File: config.mk
export PLATFORM = sky130hd
export DESIGN_NAME = mbx_event_flags
export DESIGN_NICKNAME = d
export VERILOG_FILES = /design/src/rtl/mbx_flags_pkg.sv /design/src/rtl/mbx_w1c_vec.sv /design/src/rtl/mbx_tx_req_vec.sv /design/src/rtl/mbx_irq_flags.sv /design/src/rtl/mbx_event_flags.sv
export SDC_FILE = /design/constraint.sdc
export NUM_CORES = 1
export LEC_CHECK = 0
export BUFFER_PORTS_ARGS = -buffer_cell sky130_fd_sc_hd__buf_2
export CAP_MARGIN = 20
export CORE_ASPECT_RATIO = 1.25
export CORE_UTILIZATION = 50
export DETAILED_ROUTE_END_ITERATION = 12
export GPL_ROUTABILITY_DRIVEN = 0
export HOLD_SLACK_MARGIN = 0.1
export PLACE_DENSITY = 0.71
export SYNTH_ARGS = -nofsm -noshare
export SYNTH_HDL_FRONTEND = slang
export SYNTH_SLANG_ARGS = --single-unit
File: constraint.sdc
create_clock -name clk -period 1.7 [get_ports clk]
set_input_delay 0.085 -clock clk [delete_from_list [all_inputs] [get_ports clk]]
set_output_delay 0.085 -clock clk [all_outputs]
set_load 0.005 [all_outputs]
File: src/rtl/mbx_flags_pkg.sv
package mbx_flags_pkg;
   // Vector indexes. The address of a vector part is index * parts + part.
   localparam int VEC_RX   = 0;
   localparam int VEC_RMT  = 1;
   localparam int VEC_UNRD = 2;
   localparam int VEC_TXP  = 3;
   localparam int VEC_TXC  = 4;
   localparam int VEC_TXA  = 5;
   localparam int VEC_ABA  = 6;
   localparam int VEC_MASK = 7;
   localparam int NUM_VEC  = 8;

   // Interrupt flag bit positions.
   localparam int IRQ_DATA  = 1;
   localparam int IRQ_RMT   = 2;
   localparam int IRQ_EMPTY = 8;
   localparam int IRQ_OVR   = 9;
endpackage

File: src/rtl/mbx_w1c_vec.sv
// Sticky flag vector: hardware set, software write-1 clear, set wins.
module mbx_w1c_vec #(
   parameter int W = 32
) (
   input  logic         clk,
   input  logic         rst_n,
   input  logic [W-1:0] set_i,
   input  logic [W-1:0] clr_i,
   output logic [W-1:0] flags_o
);
   logic [W-1:0] flags_q;

   always_ff @(posedge clk or negedge rst_n) begin
      if (!rst_n) flags_q <= '0;
      else        flags_q <= (flags_q & ~clr_i) | set_i;
   end

   assign flags_o = flags_q;

   // a pulse always lands in its bit, even against a same-cycle clear
   assert_set_wins_R9: assert property (@(posedge clk) disable iff (!rst_n)
      (|set_i) |=> ((flags_q & $past(set_i)) == $past(set_i)));

   // a bit not written with 1 never drops
   assert_hold_without_clear_R2: assert property (@(posedge clk) disable iff (!rst_n)
      1'b1 |=> ((flags_q & $past(flags_q & ~clr_i)) == $past(flags_q & ~clr_i)));
endmodule

File: src/rtl/mbx_tx_req_vec.sv
// Request vector: software write-1 set, hardware completion clear.
module mbx_tx_req_vec #(
   parameter int W = 32
) (
   input  logic         clk,
   input  logic         rst_n,
   input  logic [W-1:0] req_i,
   input  logic [W-1:0] done_i,
   output logic [W-1:0] pend_o
);
   logic [W-1:0] pend_q;

   always_ff @(posedge clk or negedge rst_n) begin
      if (!rst_n) pend_q <= '0;
      else        pend_q <= (pend_q & ~done_i) | req_i;
   end

   assign pend_o = pend_q;

   // completion or abort without a new request leaves the bit clear
   assert_done_clears_R4: assert property (@(posedge clk) disable iff (!rst_n)
      (|(done_i & ~req_i)) |=> ((pend_q & $past(done_i & ~req_i)) == '0));
endmodule

File: src/rtl/mbx_irq_flags.sv
// Summary interrupt flags, gated per mailbox by the mask.
module mbx_irq_flags
   import mbx_flags_pkg::*;
#(
   parameter int NUM_MBX = 32,
   parameter int REG_W   = 16
) (
   input  logic               clk,
   input  logic               rst_n,
   input  logic [NUM_MBX-1:0] data_ev_i,
   input  logic [NUM_MBX-1:0] rmt_ev_i,
   input  logic [NUM_MBX-1:0] ovr_ev_i,
   input  logic [NUM_MBX-1:0] done_ev_i,
   input  logic [NUM_MBX-1:0] mask_i,
   input  logic [REG_W-1:0]   clr_i,
   output logic [REG_W-1:0]   flags_o,
   output logic               irq_o
);
   localparam logic [REG_W-1:0] IMPL =
      (REG_W'(1) << IRQ_DATA) | (REG_W'(1) << IRQ_RMT) |
      (REG_W'(1) << IRQ_EMPTY) | (REG_W'(1) << IRQ_OVR);

   logic [REG_W-1:0] flags_q;
   logic [REG_W-1:0] set_vec;

   always_comb begin
      set_vec            = '0;
      set_vec[IRQ_DATA]  = |(data_ev_i & ~mask_i);
      set_vec[IRQ_RMT]   = |(rmt_ev_i  & ~mask_i);
      set_vec[IRQ_EMPTY] = |(done_ev_i & ~mask_i);
      set_vec[IRQ_OVR]   = |(ovr_ev_i  & ~mask_i);
   end

   always_ff @(posedge clk or negedge rst_n) begin
      if (!rst_n) flags_q <= '0;
      else        flags_q <= ((flags_q & ~clr_i) | set_vec) & IMPL;
   end

   assign flags_o = flags_q;
   assign irq_o   = |flags_q;

   // masked data events cannot raise the data flag
   assert_mask_blocks_data_R7: assert property (@(posedge clk) disable iff (!rst_n)
      (!flags_q[IRQ_DATA] && ((data_ev_i & ~mask_i) == '0)) |=> !flags_q[IRQ_DATA]);

   // masked completions and aborts cannot raise the empty flag
   assert_mask_blocks_empty_R7: assert property (@(posedge clk) disable iff (!rst_n)
      (!flags_q[IRQ_EMPTY] && ((done_ev_i & ~mask_i) == '0)) |=> !flags_q[IRQ_EMPTY]);

   // an unmasked remote event raises its flag even against a clear
   assert_rmt_flag_set_R6: assert property (@(posedge clk) disable iff (!rst_n)
      (|(rmt_ev_i & ~mask_i)) |=> flags_q[IRQ_RMT]);
endmodule

File: src/rtl/mbx_event_flags.sv
module mbx_event_flags
   import mbx_flags_pkg::*;
#(
   parameter int NUM_MBX = 32,
   parameter int REG_W   = 16,
   parameter int ADDR_W  = 5
) (
   input  logic               clk,
   input  logic               rst_n,
   input  logic [NUM_MBX-1:0] rx_data_ev_i,
   input  logic [NUM_MBX-1:0] rx_rmt_ev_i,
   input  logic [NUM_MBX-1:0] rx_ovr_ev_i,
   input  logic [NUM_MBX-1:0] tx_ok_ev_i,
   input  logic [NUM_MBX-1:0] tx_abort_ev_i,
   input  logic               bus_wr_i,
   input  logic [ADDR_W-1:0]  bus_addr_i,
   input  logic [REG_W-1:0]   bus_wdata_i,
   output logic [REG_W-1:0]   bus_rdata_o,
   output logic               irq_o
);
   localparam int PARTS    = NUM_MBX / REG_W;
   localparam int IRQ_ADDR = NUM_VEC * PARTS;

   if (NUM_MBX % REG_W != 0) begin : g_chk_parts
      $error("NUM_MBX must be a multiple of REG_W");
   end
   if (REG_W <= IRQ_OVR) begin : g_chk_width
      $error("REG_W too narrow for interrupt flag positions");
   end
   if (IRQ_ADDR + 1 > (1 << ADDR_W)) begin : g_chk_addr
      $error("ADDR_W too small for the register map");
   end

   logic [NUM_VEC-1:0][NUM_MBX-1:0] vec_q;
   logic [VEC_MASK-1:0][NUM_MBX-1:0] wone;
   logic [VEC_MASK-1:0][NUM_MBX-1:0] hw_src;
   logic [NUM_MBX-1:0] tx_done;
   logic [NUM_MBX-1:0] mask_q;
   logic [REG_W-1:0]   irq_clr;
   logic [REG_W-1:0]   irq_flags;

   assign tx_done = tx_ok_ev_i | tx_abort_ev_i;

   // Hardware source per vector: a set pulse, or a clear for request vectors.
   assign hw_src[VEC_RX]   = rx_data_ev_i;
   assign hw_src[VEC_RMT]  = rx_rmt_ev_i;
   assign hw_src[VEC_UNRD] = rx_ovr_ev_i;
   assign hw_src[VEC_TXP]  = tx_done;
   assign hw_src[VEC_TXC]  = tx_done;
   assign hw_src[VEC_TXA]  = tx_ok_ev_i;
   assign hw_src[VEC_ABA]  = tx_abort_ev_i;

   // Write-one vectors built from the register parts.
   for (genvar v = 0; v < VEC_MASK; v++) begin : g_wdec
      for (genvar p = 0; p < PARTS; p++) begin : g_part
         assign wone[v][p*REG_W +: REG_W] =
            (bus_wr_i && bus_addr_i == ADDR_W'(v*PARTS + p)) ? bus_wdata_i : '0;
      end
   end

   // Each vector gets the storage variant that its access kind needs.
   for (genvar v = 0; v < VEC_MASK; v++) begin : g_vec
      if (v == VEC_TXP || v == VEC_TXC) begin : g_req
         mbx_tx_req_vec #(.W(NUM_MBX)) u_req (
            .clk    (clk),
            .rst_n  (rst_n),
            .req_i  (wone[v]),
            .done_i (hw_src[v]),
            .pend_o (vec_q[v])
         );
      end else begin : g_sticky
         mbx_w1c_vec #(.W(NUM_MBX)) u_flags (
            .clk     (clk),
            .rst_n   (rst_n),
            .set_i   (hw_src[v]),
            .clr_i   (wone[v]),
            .flags_o (vec_q[v])
         );
      end
   end

   // Mask: plain read/write, one part per register.
   for (genvar p = 0; p < PARTS; p++) begin : g_mask
      always_ff @(posedge clk or negedge rst_n) begin
         if (!rst_n)
            mask_q[p*REG_W +: REG_W] <= '0;
         else if (bus_wr_i && bus_addr_i == ADDR_W'(VEC_MASK*PARTS + p))
            mask_q[p*REG_W +: REG_W] <= bus_wdata_i;
      end
   end
   assign vec_q[VEC_MASK] = mask_q;

   assign irq_clr = (bus_wr_i && bus_addr_i == ADDR_W'(IRQ_ADDR)) ? bus_wdata_i : '0;

   mbx_irq_flags #(.NUM_MBX(NUM_MBX), .REG_W(REG_W)) u_irq (
      .clk       (clk),
      .rst_n     (rst_n),
      .data_ev_i (rx_data_ev_i),
      .rmt_ev_i  (rx_rmt_ev_i),
      .ovr_ev_i  (rx_ovr_ev_i),
      .done_ev_i (tx_done),
      .mask_i    (mask_q),
      .clr_i     (irq_clr),
      .flags_o   (irq_flags),
      .irq_o     (irq_o)
   );

   always_comb begin
      bus_rdata_o = '0;
      for (int v = 0; v < NUM_VEC; v++) begin
         for (int p = 0; p < PARTS; p++) begin
            if (bus_addr_i == ADDR_W'(v*PARTS + p))
               bus_rdata_o = vec_q[v][p*REG_W +: REG_W];
         end
      end
      if (bus_addr_i == ADDR_W'(IRQ_ADDR)) bus_rdata_o = irq_flags;
   end

   // an unmasked data event always raises the interrupt output
   assert_irq_on_event_R6: assert property (@(posedge clk) disable iff (!rst_n)
      (|(rx_data_ev_i & ~mask_q)) |=> irq_o);

   // an abort sets its ack bit whatever the mask holds
   assert_abort_ack_masked_R7: assert property (@(posedge clk) disable iff (!rst_n)
      (|(tx_abort_ev_i & mask_q)) |=>
         ((vec_q[VEC_ABA] & $past(tx_abort_ev_i)) == $past(tx_abort_ev_i)));
endmodule

; Word-level counts from Yosys, hierarchy flattened
; Index checks and enable logic that the tools add are counted.
[word_totals]
word_cells = 110
output_inout_bits = 17
ff_bits = 260
[op_classes]
n_mux = 32
n_bitwise = 29
n_reduce_logical = 23
eq_ne = 16
[ops]
columns = operator, n
row1 = 16-bit two-way mux, 31
row2 = 32-bit bitwise AND, 11
row3 = 32-bit bitwise OR, 8
row4 = 32-bit NOT, 7
row5 = 32-bit OR reduction, 4
row6 = "5-bit by 4-bit == test with 1-bit output, second input constant", 8
row7 = "5-bit by 3-bit == test with 1-bit output, second input constant", 4
row8 = 1-bit logical AND, 17
row9 = 10-bit bitwise AND, 1
row10 = "5-bit by 2-bit == test with 1-bit output, second input constant", 2
row11 = 10-bit two-way mux, 1
row12 = 10-bit NOT, 1
row13 = 10-bit bitwise OR, 1
row14 = "5-bit by 1-bit == test with 1-bit output, second input constant", 1
row15 = "5-bit == test, second input constant", 1
row16 = 5-bit logical NOT, 1
row17 = 4-bit OR reduction, 1

; Longest topological paths before layout
[logic_depth]
ltp_word = 18
ltp_mapped = 8
depth_no_buf = 5

; Modules after synthesis
; From an unflattened synthesis, not the netlist that was laid out.
[unflattened]
hier_cells = 1687
hier_area_um2 = 15344.7
[by_module_without_submodules]
columns = module, cells_per_inst, seq_area_each_um2, instances, area_per_inst_um2
row1 = mbx_event_flags, 845, 800.8, 1, 6002.0
row2 = mbx_w1c_vec, 96, 800.8, 5, 1161.1
row3 = mbx_tx_req_vec, 96, 800.8, 2, 1161.1
row4 = mbx_irq_flags, 170, 100.1, 1, 1214.9

; Worst setup path before layout
; Ideal clock, no wire load.
[synth_path]
kind = input -> register
startpoint = input bus_wr_i
endpoint = register mask_q[10]
arrival_time_ns = 1.379
setup_ns = 0.125
setup_slack_ns = 0.197
cell_stages = 5
path_cell_list = clkbuf_1 -> nand2_1 -> nor2_2 -> buf_6 -> mux2_2
[synth_between]
elab_chain_cells = 1
[synth_rtl]
columns = item, line_no
row1 = start: declaration, mbx_event_flags.sv:15  ; input logic bus_wr_i,
row2 = 1-bit logical AND, mbx_event_flags.sv:87  ; else if (bus_wr_i && bus_addr_i == ADDR_W'(VEC_MASK*PARTS + p))
row3 = end signal: indexed assignment, mbx_event_flags.sv:88  ; mask_q[p*REG_W +: REG_W] <= bus_wdata_i;
row4 = end: declaration, mbx_event_flags.sv:38  ; logic [NUM_MBX-1:0] mask_q;
; No other way between the ends.
; A chain may end at the register's enable or synchronous reset.

; Worst setup path in the final report
[layout_path]
startpoint = register g_vec[0].g_sticky.u_flags.flags_q[4]
endpoint = output bus_rdata_o[4]
[layout_between]
elab_chain_cells = 17
[layout_rtl]
columns = item, line_no
row1 = start: declaration, mbx_w1c_vec.sv:11  ; logic [W-1:0] flags_q;
row2 = start signal: assignment, mbx_w1c_vec.sv:15  ; else flags_q <= (flags_q & ~clr_i) | set_i;
row3 = 16-bit two-way mux (16 in series), mbx_event_flags.sv:112  ; if (bus_addr_i == ADDR_W'(v*PARTS + p))
row4 = 16-bit two-way mux, mbx_event_flags.sv:116  ; if (bus_addr_i == ADDR_W'(IRQ_ADDR)) bus_rdata_o = irq_flags;
row5 = end: declaration, mbx_event_flags.sv:18  ; output logic [REG_W-1:0] bus_rdata_o,
; No other way between the ends.

==> metrics.yaml <==
global_route:
  grt_pass1_wl_um: 91000
  grt_max_degree: 78
  gr-total-overflow: 0
  antenna_found_initial: 1
  grt_pass1_vias: 15100
  grt.total_usage: 0.456
floorplan:
  core_um2: 26200
  dieWidth_um: 149
  io_pins: 201
  die_h_um: 185
  die_area_um2: 27500
  initial_core_util: 0.513
  rows: 66
placed_design:
  port_buffers: 200
  dpl-instance-area_um2: 16100
  hpwl_um: 40900
synth:
  syn_area_um2: 13400
  ys_seq_area_frac: 0.484
  synth_area_per_cell_um2: 9.87
  ys_warn_count: 0
  ys_async_sr_fraction: 1.00
  synth_nets: 1546
  postSynthCellCount: 1362
  synth_edf_count: 0
  yosys.cell_types.count: 62
  ys_ff_latch: 260
  synth_ff_type: "dfrtp_1"
setup_path:
  rr_endpoint: "u_irq.flags_o[2]"
  worstPathRequired_ps: 1620
  arrival_ps: 2390
  start_kind: "flop"
  ff2ff_path_depth: 4
  reg2reg_setup_slack_ps: -90
  crit_fanout: 2
  max_stage_delay_ps: 630
  path_class: "reg -> out"
  critical-path-slowest-cell: "mux4_2"
  worst_setup_path_end_kind: "output port"
  worstPathCellList: "mux4_2 -> a221oi_2 -> o211ai_1 -> and3_1 -> buf_2"
  rr_startpoint: "mask_q[1]"
sta:
  finalSetupViolCount: 21
  max_slew_margin: 0.368
  tightest_slew_ps: 944
  skew_ps: 30.0
  setup_slack_ps: -779
  max_freq_mhz: 403
  slew_viol_final: 0
  finalHoldViolations: 0
  fin_setup_tns_ps: -8050
  rsz0062_at_grt: "yes"
  finalCritPeriodShare: 1.46
  period_needed_ps: 2480
detailed_routing:
  vias_per_cell: 6.65
  drc_errors: 0
  drt_pass1_iterations: 8
  drtIter0Drc: 2109
  drt_wl_total_um: 63600
  antenna_left: 0
  wl_per_cell_um: 28.1
  vias: 15000
clocking:
  clock-sinks: 260
  cts_tree: "yes"
  h-tree-depth: 1
  insertion_delay_ps: 570
  cts-root-buf: "clkbuf_16"
  ctsLongestPathBuffers: 3
  cts_buffers: 27
  clkTransAtPathRegs_ps: 70
power:
  power.density_nw_per_um2: 834
  leakage_nw: 8.20
  max-vdd-ir-drop_mv: 0.759
finish:
  diodes: 0
  area_delta_synth_final_pct: 45.7
  final_nets: 2084
  final_cell_area_um2: 19600
  drive_gt1_frac: 0.306
run_status:
  status: "complete, but fails checks"
  violations: "setup timing"
worst_hold_path:
  hold_path.class: "in -> async"
run:
  maxCapViolCount: 0
how the worst max path moves through the flow:
stage,startpoint,to,cells past startpoint
floorplan,bus_wr_i,mask_q[10],5
global placement,bus_addr_i[0],bus_rdata_o[3],7
detailed placement,bus_addr_i[0],bus_rdata_o[5],6
CTS,g_vec[1].g_sticky.u_flags.flags_o[19],bus_rdata_o[3],6
global route,g_vec[1].g_sticky.u_flags.flags_o[23],bus_rdata_o[7],5
finish,g_vec[0].g_sticky.u_flags.flags_o[4],bus_rdata_o[4],5
kinds of logic after synthesis:
family	after synthesis	synth area share
AOI/OAI and AO/OA	451	0.245
and+or+nand+nor	370	0.129
DFF	260	0.484
buffers and inverters	196	0.0646
muxes	85	0.0774
Yosys cell counts, types with 7 or more instances:
cell type	count	area, um2
dfrtp_1	260	6510
buf_2	37	185
nor4_1	16	100
buf_4	13	97.6
nand3_1	10	50.1
nor2_4	10	113
mux2_1	19	214
nand2b_1	7	43.8
nand2_1	196	736
o2bb2ai_1	14	123
o21ai_1	10	50.1
a221oi_1	7	61.3
mux4_2	11	248
nor3_1	12	60.1
mux2_2	23	259
a22oi_1	13	97.6
mux2i_1	32	320
a21oi_1	32	160
o22ai_1	73	457
nor2_1	63	236
and3_1	9	56.3
a21o_1	165	1240
nor2b_1	9	56.3
a22o_1	66	578
inv_1	100	375
clkbuf_1	37	139
o221ai_1	7	61.3
a31oi_1	10	62.6
nor2_2	7	43.8
o21ai_0	22	110
o211ai_1	8	60.1
registers in the layout (all words and copies together), names as in the netlist:
signal,count
g_vec.g_req.u_req.pend_o,64
u_irq.flags_o,4
mask_q,32
g_vec.g_sticky.u_flags.flags_o,160
critical path, delay by kind of cell (launching register included):
kind                   cells  cell delay [ps]
muxes                      1              630
AOI/OAI and AO/OA          2              450
and+or+nand+nor            1              190
DFF                        1              420
buffers and inverters      1              130
per-layer routing:
metal  GRT usage  vias to the layer above  routed length (um)
met3       0.141                      555                8620
met5           0                        -                  26
met2       0.694                     1434               27400
met1       0.527                     7081               20700
met4       0.376                        2                6770
li1            -                     5959                   -
per-stage QoR:
stage / total power, mW / utilization / std cells / worst slack (ps) / hold slack [ps]
floorplan: 7.66 / - / 1362 / 197 / -211
global placement: 9.26 / 0.614 / 1985 / -397 / -55.2
detailed placement: 9.29 / 0.614 / 1985 / -397 / -50.5
CTS: 15.9 / 0.736 / 2245 / -741 / 147
global route: 16.6 / 0.748 / 2260 / -787 / 174
finish: 16.3 / 0.748 / 2260 / -779 / 123
area by class of cell:
class / instances / area [um2]
clock buffer: 40 / 815
clock inverter: 9 / 128
fill: 1644 / 6590
inverter: 100 / 375
multi-input combinational: 906 / 6390
sequential: 260 / 6520
tap: 340 / 425
timing repair buffer: 605 / 4930
power breakdown:
group / total (mW) / internal, mW / switching [mW] / leakage [nW]
Combinational: 3.27 / 1.45 / 1.82 / 5.01
Clock: 6.36 / 3.76 / 2.60 / 0.469
Sequential: 6.70 / 6.39 / 0.312 / 2.73
Total: 16.3 / 11.6 / 4.73 / 8.20
cells in the final DEF (no fill, tap or decap), types with 6 or more instances in the layout:
cell type and count:
o2bb2ai_1 12, o211ai_1 8, inv_1 100, mux4_2 11
dfrtp_2 13, nor2_1 61, o21ai_0 19, and3_1 9
nand3_1 10, mux2i_1 29, a31oi_1 10, dfrtp_1 247
clkbuf_16 28, o22ai_1 70, a21o_1 165, nor3_1 11
nor2_2 9, nor2_4 10, mux2_1 17, o21ai_1 11
buf_6 8, nand2b_1 6, a22oi_1 8, a21oi_1 27
buf_12 27, buf_4 187, nor2b_1 8, mux2_2 22
nor4_1 12, buf_2 195, dlygate4sd3_1 182, clkbuf_8 9
a22o_1 66, nand2_1 194
repair_timing:
action | CTS | global route
resized for setup | 40 | 50
endpoints found under the setup margin | 17 | 34
hold endpoints to repair | 505 | 0
hold buffers | 194 | 0
buffers inserted | 19 | 28
cloned | 0 | 1
pin swaps | 32 | 47
(Power assumes the default switching activity.)
